File: config.mk
export PLATFORM = sky130hd
export DESIGN_NAME = fcd_top
export DESIGN_NICKNAME = d
export VERILOG_FILES = /design/src/rtl/fcd_pkg.sv /design/src/rtl/fcd_addr_match.sv /design/src/rtl/fcd_erase_queue.sv /design/src/rtl/fcd_top.sv
export SDC_FILE = /design/constraint.sdc
export NUM_CORES = 1
export LEC_CHECK = 0
export BUFFER_PORTS_ARGS = -buffer_cell sky130_fd_sc_hd__buf_2
export CAP_MARGIN = 0
export CORE_AREA = 8 8 93 95
export CTS_CLUSTER_DIAMETER = 30
export DETAILED_ROUTE_END_ITERATION = 6
export DIE_AREA = 0 0 101 103
export GPL_TIMING_DRIVEN = 0
export PLACE_DENSITY = 0.83
export REMOVE_ABC_BUFFERS = 1
export SYNTH_ARGS = -nofsm -noshare
export SYNTH_HDL_FRONTEND = slang
export SYNTH_HIERARCHICAL = 1
export SYNTH_SLANG_ARGS = --single-unit
File: constraint.sdc
create_clock -name clk -period 2.1 [get_ports clk]
set_input_delay 0 -clock clk [delete_from_list [all_inputs] [get_ports clk]]
set_output_delay 0 -clock clk [all_outputs]
set_load 0.005 [all_outputs]
File: src/rtl/fcd_pkg.sv
// Shared codes for the flash command decoder.
// Assumes 8-bit command bytes and an 11-bit command address field.
package fcd_pkg;
    typedef enum logic [1:0] {
        RM_ARRAY   = 2'd0,
        RM_AUTOSEL = 2'd1,
        RM_QUERY   = 2'd2,
        RM_HIDDEN  = 2'd3
    } rd_mode_t;

    typedef enum logic [3:0] {
        S_IDLE, S_UNL1, S_UNL2, S_ER1, S_ER2, S_ER3,
        S_PGM, S_UNP, S_HEXIT, S_FEXIT
    } seq_st_t;

    localparam int unsigned CMD_ADDR_W = 11;
    localparam logic [7:0] D_UNL1    = 8'hAA;
    localparam logic [7:0] D_UNL2    = 8'h55;
    localparam logic [7:0] D_RESET   = 8'hF0;
    localparam logic [7:0] D_AUTOSEL = 8'h90;
    localparam logic [7:0] D_PROG    = 8'hA0;
    localparam logic [7:0] D_ERASE   = 8'h80;
    localparam logic [7:0] D_CHIP    = 8'h10;
    localparam logic [7:0] D_SECT    = 8'h30;
    localparam logic [7:0] D_SUSP    = 8'hB0;
    localparam logic [7:0] D_FAST    = 8'h20;
    localparam logic [7:0] D_UNPROT  = 8'hE0;
    localparam logic [7:0] D_QUERY   = 8'h98;
    localparam logic [7:0] D_HIDDEN  = 8'h88;
endpackage

File: src/rtl/fcd_addr_match.sv
// Compares the low command address field against the unlock and query
// addresses of the selected bus width. Purely combinational.
module fcd_addr_match
    import fcd_pkg::*;
(
    input  logic [CMD_ADDR_W-1:0] addr_lo,
    input  logic                  dw_mode,
    output logic                  at_cmd,
    output logic                  at_unl2,
    output logic                  at_query
);
    localparam logic [CMD_ADDR_W-1:0] DW_CMD  = 11'h555;
    localparam logic [CMD_ADDR_W-1:0] DW_UNL2 = 11'h2AA;
    localparam logic [CMD_ADDR_W-1:0] DW_QRY  = 11'h055;
    localparam logic [CMD_ADDR_W-1:0] W_CMD   = 11'hAAA & 11'h7FF;
    localparam logic [CMD_ADDR_W-1:0] W_UNL2  = 11'h555;
    localparam logic [CMD_ADDR_W-1:0] W_QRY   = 11'h0AA;

    // Select the width-dependent address set and compare.
    always_comb begin
        at_cmd   = addr_lo == (dw_mode ? DW_CMD  : W_CMD);
        at_unl2  = addr_lo == (dw_mode ? DW_UNL2 : W_UNL2);
        at_query = addr_lo == (dw_mode ? DW_QRY  : W_QRY);
    end
endmodule

File: src/rtl/fcd_erase_queue.sv
// Collects sectors for a multi-sector erase and issues the request once
// TMO clocks pass without a new sector. Assumes add and abort are never
// high together and that abort only arrives while the window is open.
module fcd_erase_queue #(
    parameter int unsigned SECT_BITS = 4,
    parameter int unsigned TMO       = 64
) (
    input  logic                    clk,
    input  logic                    rst_n,
    input  logic                    add,
    input  logic                    abort,
    input  logic [SECT_BITS-1:0]    sect_idx,
    output logic                    open,
    output logic                    req,
    output logic [2**SECT_BITS-1:0] mask
);
    localparam int unsigned NSECT = 2**SECT_BITS;
    localparam int unsigned CNT_W = $clog2(TMO + 1);

    logic [CNT_W-1:0] cnt;

    // Window counter and request pulse.
    always_ff @(posedge clk) begin
        if (!rst_n) begin
            open <= 1'b0;
            req  <= 1'b0;
            cnt  <= '0;
        end else begin
            req <= 1'b0;
            if (abort) begin
                open <= 1'b0;
            end else if (add) begin
                open <= 1'b1;
                cnt  <= CNT_W'(TMO - 1);
            end else if (open) begin
                if (cnt == '0) begin
                    req  <= 1'b1;
                    open <= 1'b0;
                end else begin
                    cnt <= cnt - 1'b1;
                end
            end
        end
    end

    // One selection flag per sector.
    for (genvar g = 0; g < NSECT; g++) begin : g_sect
        always_ff @(posedge clk) begin
            if (!rst_n || abort || req)
                mask[g] <= 1'b0;
            else if (add && sect_idx == SECT_BITS'(g))
                mask[g] <= 1'b1;
        end
    end

    p_req_nonempty_r6: assert property (@(posedge clk) disable iff (!rst_n)
        req |-> mask != '0);
    p_abort_clears_r7: assert property (@(posedge clk) disable iff (!rst_n)
        abort |=> (!open && mask == '0 && !req));
endmodule

File: src/rtl/fcd_top.sv
// Command sequence decoder for a parallel NOR flash. Follows unlock-prefixed
// write sequences, raises one-cycle operation requests one clock after the
// deciding write, and holds the read mode. Assumes at most one write per cycle.
module fcd_top
    import fcd_pkg::*;
#(
    parameter int unsigned ADDR_W    = 20,
    parameter int unsigned SECT_BITS = 4,
    parameter int unsigned ERASE_TMO = 64
) (
    input  logic                    clk,
    input  logic                    rst_n,
    input  logic                    wr_valid,
    input  logic [ADDR_W-1:0]       wr_addr,
    input  logic [7:0]              wr_data,
    input  logic                    dw_mode,
    input  logic                    seq_busy,
    output logic                    prog_req,
    output logic [ADDR_W-1:0]       prog_addr,
    output logic [7:0]              prog_data,
    output logic                    prog_hidden,
    output logic                    chip_erase_req,
    output logic                    sect_erase_req,
    output logic [2**SECT_BITS-1:0] sect_mask,
    output logic                    suspend_req,
    output logic                    resume_req,
    output logic [1:0]              read_mode,
    output logic                    fast_mode,
    output logic                    unprot_en
);
    seq_st_t  st, st_n;
    rd_mode_t mode, mode_n;
    logic fast_n, unp_n, susp, susp_n;
    logic prog_n, chip_n, sus_n, res_n, q_add, q_abort, q_open, hid;
    logic at_cmd, at_unl2, at_query;

    fcd_addr_match u_match (
        .addr_lo (wr_addr[CMD_ADDR_W-1:0]),
        .dw_mode (dw_mode),
        .at_cmd  (at_cmd),
        .at_unl2 (at_unl2),
        .at_query(at_query)
    );

    fcd_erase_queue #(.SECT_BITS(SECT_BITS), .TMO(ERASE_TMO)) u_queue (
        .clk     (clk),
        .rst_n   (rst_n),
        .add     (q_add),
        .abort   (q_abort),
        .sect_idx(wr_addr[ADDR_W-1 -: SECT_BITS]),
        .open    (q_open),
        .req     (sect_erase_req),
        .mask    (sect_mask)
    );

    // Next-state and request decode for one incoming write.
    always_comb begin
        st_n = st;  mode_n = mode;  fast_n = fast_mode;
        unp_n = unprot_en;  susp_n = susp;
        prog_n = 1'b0;  chip_n = 1'b0;  sus_n = 1'b0;  res_n = 1'b0;
        q_add = 1'b0;  q_abort = 1'b0;
        hid = (mode == RM_HIDDEN);
        if (wr_valid) begin
            if (seq_busy) begin
                if (!susp && wr_data == D_SUSP) begin
                    sus_n = 1'b1;  susp_n = 1'b1;
                end else if (susp && wr_data == D_SECT) begin
                    res_n = 1'b1;  susp_n = 1'b0;
                end
            end else if (susp && st == S_IDLE && wr_data == D_SECT) begin
                res_n = 1'b1;  susp_n = 1'b0;
            end else begin
                unique case (st)
                    S_IDLE: begin
                        if (q_open) begin
                            if (wr_data == D_SECT) q_add = 1'b1;
                            else                   q_abort = 1'b1;
                        end else if (fast_mode && wr_data == D_PROG) st_n = S_PGM;
                        else if (fast_mode && wr_data == D_AUTOSEL) st_n = S_FEXIT;
                        else if (wr_data == D_RESET) begin
                            if (!hid) mode_n = RM_ARRAY;
                        end else if (wr_data == D_QUERY && at_query && !hid)
                            mode_n = RM_QUERY;
                        else if (wr_data == D_UNL1 && at_cmd) st_n = S_UNL1;
                    end
                    S_UNL1: st_n = (wr_data == D_UNL2 && at_unl2) ? S_UNL2 : S_IDLE;
                    S_UNL2: begin
                        st_n = S_IDLE;
                        if (at_cmd) begin
                            case (wr_data)
                                D_RESET:   if (!hid) mode_n = RM_ARRAY;
                                D_AUTOSEL: if (hid) st_n = S_HEXIT;
                                           else     mode_n = RM_AUTOSEL;
                                D_PROG:    st_n = S_PGM;
                                D_ERASE:   st_n = S_ER1;
                                D_FAST:    fast_n = 1'b1;
                                D_UNPROT:  st_n = S_UNP;
                                D_HIDDEN:  mode_n = RM_HIDDEN;
                                default:   ;
                            endcase
                        end
                    end
                    S_ER1: st_n = (wr_data == D_UNL1 && at_cmd)  ? S_ER2 : S_IDLE;
                    S_ER2: st_n = (wr_data == D_UNL2 && at_unl2) ? S_ER3 : S_IDLE;
                    S_ER3: begin
                        st_n = S_IDLE;
                        if (wr_data == D_CHIP && at_cmd) chip_n = 1'b1;
                        else if (wr_data == D_SECT)      q_add  = 1'b1;
                    end
                    S_PGM: begin
                        st_n = S_IDLE;  prog_n = 1'b1;
                    end
                    S_UNP: begin
                        st_n = S_IDLE;
                        if (wr_data == 8'h01)      unp_n = 1'b1;
                        else if (wr_data == 8'h00) unp_n = 1'b0;
                    end
                    S_HEXIT: begin
                        st_n = S_IDLE;
                        if (wr_data == 8'h00) mode_n = RM_ARRAY;
                    end
                    S_FEXIT: begin
                        st_n = S_IDLE;
                        if (wr_data == D_RESET || wr_data == 8'h00) fast_n = 1'b0;
                    end
                    default: st_n = S_IDLE;
                endcase
            end
        end
    end

    // State, mode and request registers.
    always_ff @(posedge clk) begin
        if (!rst_n) begin
            st <= S_IDLE;  mode <= RM_ARRAY;  fast_mode <= 1'b0;
            unprot_en <= 1'b0;  susp <= 1'b0;
            prog_req <= 1'b0;  chip_erase_req <= 1'b0;
            suspend_req <= 1'b0;  resume_req <= 1'b0;
            prog_addr <= '0;  prog_data <= '0;  prog_hidden <= 1'b0;
        end else begin
            st <= st_n;  mode <= mode_n;  fast_mode <= fast_n;
            unprot_en <= unp_n;  susp <= susp_n;
            prog_req <= prog_n;  chip_erase_req <= chip_n;
            suspend_req <= sus_n;  resume_req <= res_n;
            if (prog_n) begin
                prog_addr   <= wr_addr;
                prog_data   <= wr_data;
                prog_hidden <= hid;
            end
        end
    end

    assign read_mode = mode;

    p_req_onehot_r4: assert property (@(posedge clk) disable iff (!rst_n)
        $onehot0({prog_req, chip_erase_req, sect_erase_req, suspend_req, resume_req}));
    p_prog_cause_r4: assert property (@(posedge clk) disable iff (!rst_n)
        prog_req |-> $past(wr_valid && !seq_busy));
    p_suspend_cause_r8: assert property (@(posedge clk) disable iff (!rst_n)
        suspend_req |-> $past(seq_busy && wr_valid && wr_data == D_SUSP));
    p_busy_hold_r9: assert property (@(posedge clk) disable iff (!rst_n)
        (seq_busy && wr_valid && wr_data != D_SUSP && wr_data != D_SECT)
        |=> ($stable(read_mode) && $stable(fast_mode) && $stable(unprot_en)
             && !prog_req && !chip_erase_req));
    p_fast_exit_r10: assert property (@(posedge clk) disable iff (!rst_n)
        $fell(fast_mode) |-> $past(wr_valid && (wr_data == D_RESET || wr_data == 8'h00)));
endmodule

== Word-level counts from Yosys, hierarchy flattened ==
Index checks and enable logic that the tools add are counted.

* Register bits after elaboration: 67
* Logic and storage cells: 216
* Output and inout bits: 54

* Bitwise logic cells: 7
* Mux-type cells: 67
* Reductions and logical operators: 53
* Add/sub/neg operators: 1
* Eq/ne operators: 57

{| class="wikitable"
|+ Operator list
! operator !! number
|-
| 8-bit == test (second input constant) || 9
|-
| 4-bit == test (second input constant) || 10
|-
| 1-bit two-way mux || 35
|-
| 11-bit == test || 3
|-
| 4-bit by 3-bit == test with 1-bit output (second input constant) || 8
|-
| 4-bit two-way mux || 8
|-
| 1-bit logical AND || 27
|-
| 11-bit two-way mux || 2
|-
| 7-bit two-way mux || 3
|-
| 2-bit two-way mux || 10
|-
| 4-bit one-hot mux with 5 select lines || 1
|-
| 4-bit by 2-bit == test with 1-bit output (second input constant) || 4
|-
| 8-bit by 6-bit == test with 1-bit output (second input constant) || 2
|-
| 4-bit one-hot mux with 4 select lines || 1
|-
| 7-bit AND reduction || 2
|-
| 2-bit inequality test (second input constant) || 6
|-
| 2-bit one-hot mux with 3 select lines || 2
|-
| 12-bit AND reduction || 1
|-
| 3-bit AND reduction || 3
|-
| 4-bit by 1-bit == test with 1-bit output (second input constant) || 2
|-
| 8-bit by 1-bit == test with 1-bit output (second input constant) || 1
|-
| 8-bit by 5-bit == test with 1-bit output (second input constant) || 1
|-
| 8-bit by 7-bit == test with 1-bit output (second input constant) || 1
|-
| 4-bit logical NOT || 2
|-
| other kinds (23) || 41
|}

== Logic depth before layout (Yosys ltp) ==
* Depth after elaboration: 10
* Mapped depth: 9
* Gate-level depth less buffers: 9

== Modules after synthesis ==
Netlist, hierarchy kept.

{| class="wikitable"
|+ Modules (own cells, without submodules)
! module !! area an instance (um2) !! instances !! cells an instance
|-
| fcd_top || 2152.1 || 1 || 273
|-
| fcd_erase_queue || 1006.0 || 1 || 114
|-
| fcd_addr_match || 168.9 || 1 || 21
|}

== Least setup slack after synthesis ==
OpenSTA, ideal clock, no wires.

* Path type: reg-to-reg
* From: register st[3]
* To: register u_queue.cnt[6]
* Data required time: 2030 ps
* Path slack: -175 ps
* Data arrival time: 2205 ps
* Setup time: 70 ps
* Cell stages (with the launch flop): 9
* Cells stage by stage: dfxtp_1 > buf_4 > nor4_1 > nand2_1 > o21ai_2 > nor4_1 > nor2_1 > or4b_1 > a21boi_1

* Longest elaborated chain between the ends: 8
* Elaborated cells on any way between the ends: 17

{| class="wikitable"
|+ RTL lines
! element !! line !! RTL
|-
| start: declaration || fcd_top.sv:31 || <nowiki>seq_st_t st, st_n;</nowiki>
|-
| start signal: assignment || fcd_top.sv:141 || <nowiki>st <= st_n; mode <= mode_n; fast_mode <= fast_n;</nowiki>
|-
| parallel branches: the longest is 3 deep, another holds 4-bit by 3-bit == test with 1-bit output || -- ||
|-
| 1-bit two-way mux * || fcd_top.sv:70 || <nowiki>end else if (susp && st == S_IDLE && wr_data == D_SECT) begin</nowiki>
|-
| 1-bit two-way mux * || fcd_top.sv:64 || <nowiki>if (seq_busy) begin</nowiki>
|-
| 1-bit two-way mux * || fcd_top.sv:63 || <nowiki>if (wr_valid) begin</nowiki>
|-
| named net q_add || fcd_top.sv:34 || <nowiki>logic prog_n, chip_n, sus_n, res_n, q_add, q_abort, q_open, hid;</nowiki>
|-
| 2-bit by 1-bit inequality test with 1-bit output (no source line) / 2-bit nonzero test (equally long branches) || -- ||
|-
| 3-bit AND reduction (no source line) || -- ||
|-
| end signal: assignment || fcd_erase_queue.sv:34 || <nowiki>cnt <= CNT_W'(TMO - 1);</nowiki>
|-
| end signal: assignment || fcd_erase_queue.sv:40 || <nowiki>cnt <= cnt - 1'b1;</nowiki>
|-
| end: declaration || fcd_erase_queue.sv:20 || <nowiki>logic [CNT_W-1:0] cnt;</nowiki>
|}

Mark *: on every way through the listed nets, which the timed path passes.
A chain may end at the register's enable or synchronous reset.

== Worst setup path after layout ==
* From: input wr_data[0]
* To: register u_queue.mask[9]

* Elaborated cells on any way between the ends: 20

{| class="wikitable"
|+ RTL lines
! element !! line !! RTL
|-
| start: declaration || fcd_top.sv:15 || <nowiki>input logic [7:0] wr_data,</nowiki>
|-
| 8-bit by 6-bit == test with 1-bit output / 8-bit by 5-bit == test with 1-bit output (equally long branches) || -- ||
|-
| 1-bit two-way mux / 1-bit logical AND (equally long branches) || fcd_top.sv:76, fcd_top.sv:108, fcd_top.sv:107 ||
|-
| 1-bit two-way mux, on equally long branches || fcd_top.sv:107, fcd_top.sv:75 ||
|-
| 1-bit one-hot mux with 2 select lines || fcd_top.sv:73 || <nowiki>unique case (st)</nowiki>
|-
| 1-bit two-way mux * || fcd_top.sv:70 ||
|-
| 1-bit two-way mux * || fcd_top.sv:64 ||
|-
| 1-bit two-way mux * || fcd_top.sv:63 ||
|-
| named net q_add || fcd_top.sv:34 ||
|-
| 1-bit logical AND * || fcd_erase_queue.sv:51 || <nowiki>else if (add && sect_idx == SECT_BITS'(g))</nowiki>
|-
| end signal: indexed assignment || fcd_erase_queue.sv:50 || <nowiki>mask[g] <= 1'b0;</nowiki>
|-
| end signal: indexed assignment || fcd_erase_queue.sv:52 || <nowiki>mask[g] <= 1'b1;</nowiki>
|-
| end: declaration || fcd_erase_queue.sv:15 || <nowiki>output logic [2**SECT_BITS-1:0] mask</nowiki>
|}

The timed path passes the listed nets; every way through them passes the cells marked *.

==> metrics.txt <==
vias between 3000 and 4000; Starting Density between 40% and 50%; Peak Freq between 500 and 600 MHz; final setup fails 0; Remaining DRCs 0; layout cells sized above 1 a little over a quarter; final hold vios 0; Reg2Reg Depth 8; H-tree depth 3; root buffer cell clkbuf_8; WL final between 9000 and 10000 um; total gr overflow 0; vias in the first global route 3519; fin crit share 94.6%; Synth top cells by count 85 x nand2_1, 67 x dfxtp_1, 38 x nor2_1, 29 x a21boi_0, 23 x a21oi_1; Slew headroom about 39%; sequential share of the synthesized area between 40% and 50%; delay-heaviest family, CP simple AND/OR/NAND/NOR gates; Mapped Cells roughly 400; leading area contributor after synthesis dfxtp_1; total track usage 19.5%; Setup Crit Path Kind input pin to flop; Synth Warn # 6; Power Total between 2 and 3 mW; number of synthesized flops with an enable pin 0; clock-pin slew on the worst setup and hold paths 0.08 ns; Synth area leaders dfxtp_1 40%, nand2_1 9.6%, a21boi_0 6.5%; core area between 7000 and 8000 um2; Layout Skew between 0.008 and 0.009 ns; top-area cell type share of the netlist area roughly two fifths; critical path, cell by cell buf_2 > nor4_4 > nand3_1 > a21o_1 > nor4_4 > inv_2 > nor3b_4 > a21oi_1 > nor2_1; run status finished, final reports clean; Top Ports 87; Sink Count 67; DR WL/cell approximately 16 um; Crit path depth 9; CP Capture Point u_queue/mask[9]$_SDFFE_PP0P_; ys flop type dfxtp_1; HP Class input pin to flop; Max Root-Sink Buffers 2; TritonCTS clock tree done; Peak VDD IR 0.000535 V; Final Hold Slack around 0.012 ns; crit path capture type flop; Mapped Area between 3000 and 4000 um2; initial antenna violation count 0; MaxCap Viol Count 0; worst flop-to-flop path startpoint st[1]$_SDFFE_PN0P_; Die Y 103 um; most frequent cell after synthesis nand2_1; Pre-Repair DR Iteration Count 7; PD cells 612 nW/um2; first-pass GRT wire length around 17000 um; Reg2Reg Setup Slack between 0.1 and 0.15 ns; unique cell type count in the Yosys netlist 68; Buf/Inv on CP 2; DIE AREA about 10000 um2; slew at the pin closest to its max-slew limit roughly 0.91 ns; CP most frequent cell nor4_4; nets between 500 and 600; Final Critical Period 1.99 ns; required time of the worst setup path approximately 2.4 ns; r2r endpoint u_queue/mask[9]$_SDFFE_PP0P_; GP Congestion between 0.8 and 0.9; Slowest-stage cell, CP nor4_4; crit path launch type input pin; Synth Register Bits 67; dpl hpwl roughly 6600 um; LEAKAGE 1.79 nW; Post-synth ARST share 0%; CP peak stage delay between 0.4 and 0.5 ns; Area Overhead vs Synth 30.1%; CP max FO 7; critical path arrival around 2.3 ns; Final Max Slew Viols 0; DR iter-0 viols about 220; ANT cells 0; Skew-Pair Late Insertion Delay about 0.34 ns; Setup crit start wr_data[0]; RSZ-0062 raised after global routing false; die width just over 100 um; port bufs 86; Mean Syn Cell Area between 8 and 9 um2; Via density between 5 and 6; Final ANT Viol Nets 0; Site Rows 31; largest net degree at the start of global routing between 50 and 60; cts bufs inserted 9
## per-stage QoR
stage	cell area (um2)	std cells	TNS, ns	worst slack, ns	util [%]
detailed placement	3760	573	-14.68	-0.946	52.7
CTS	4310	615	-0.0186	-0.0115	60.3
finish	4330	616	0	0.113	60.7
floorplan	3210	388	-0.128	-0.115	-
global route	4330	616	0	0.00221	60.7
global placement	3760	573	-14.45	-0.923	52.7
## cell families (layout without fill, tap and decap cells)
group	count (synthesis)	count (layout)	synth area share (%)
AOI/OAI and AO/OA	102	102	21.7
xor gates and xnor gates	2	2	0.527
adders and majority gates	2	2	0.752
buffers and inverters	28	137	4.55
DFF	67	67	40.3
muxes	1	1	0.301
and+or+nand+nor	206	206	31.8
## final cells by class
type	count	area [um2]
inverters	8	30.0
clock inverters	4	75.1
repair buffers	114	701
multi-input cells	313	1910
clock buffers	11	141
fillers	667	2810
flip-flops and latches	67	1350
well taps	99	124
## timing repair
item,4_1_cts,5_1_grt
endpoints found under the hold margin,25,0
endpoints found under the setup margin,25,21
gates resized for setup,13,7
pin swaps,2,2
buffers inserted,3,1
hold buffers,24,0
## registers in the layout (all words and copies together) (netlist names)
name / cells
prog_hidden: 1
read_mode: 2
resume_req: 1
u_queue/open: 1
u_queue/mask: 16
suspend_req: 1
u_queue/req: 1
prog_req: 1
prog_data: 8
unprot_en: 1
susp: 1
fast_mode: 1
u_queue/cnt: 7
st: 4
chip_erase_req: 1
prog_addr: 20
## per-layer routing
layer  global-route usage [%]  vias up  routed length, um
met5                        0        -                  0
met4                     8.02        0                180
met3                     6.01       19                802
met2                     33.9      133               4740
met1                     21.6     1591               4080
li1                         -     1672                  -
## where the power goes
group | total [mW] | leakage (nW) | switching (mW) | internal, mW
Clock | 1.19 | 0.102 | 0.494 | 0.695
Combinational | 0.189 | 1.14 | 0.105 | 0.0839
Sequential | 1.27 | 0.542 | 0.0000443 | 1.27
Total | 2.65 | 1.79 | 0.600 | 2.05
## cells in the final DEF, fill, tap and decap left out, types with 4 or more instances in the layout
master,synthesis,routed
buf_2,2,86
nand3_1,13,12
and3_1,8,8
a21boi_0,29,29
dfxtp_2,0,5
nor4_1,6,4
nand4_1,9,9
dfxtp_1,67,62
nor3_1,6,5
o22ai_1,4,4
dlygate4sd3_1,0,24
buf_4,4,4
nand2_1,85,84
o21ai_0,8,8
inv_1,8,7
clkbuf_8,0,10
nor2b_1,8,8
a21oi_1,23,23
a31oi_1,7,7
nor2_1,38,37
and2_1,6,5
## worst min-delay path by stage
stage,startpoint,endpoint,slack (ns),cells past startpoint
finish,wr_data[0],prog_data[0]$_SDFFE_PN0P_,0.01,3
global route,wr_data[0],prog_data[0]$_SDFFE_PN0P_,0.02,3
CTS,wr_data[6],prog_data[6]$_SDFFE_PN0P_,0.003,3
detailed placement,seq_busy,chip_erase_req$_SDFF_PP0_,0.21,2
global placement,seq_busy,chip_erase_req$_SDFF_PP0_,0.21,2
floorplan,seq_busy,chip_erase_req$_SDFF_PP0_,0.08,1
## worst min-delay path, cell delays in order
cell      delay, ns
buf_2          0.17
nand2_1        0.07
a21boi_0       0.06
No activity file was read; power rests on OpenSTA's default activity.
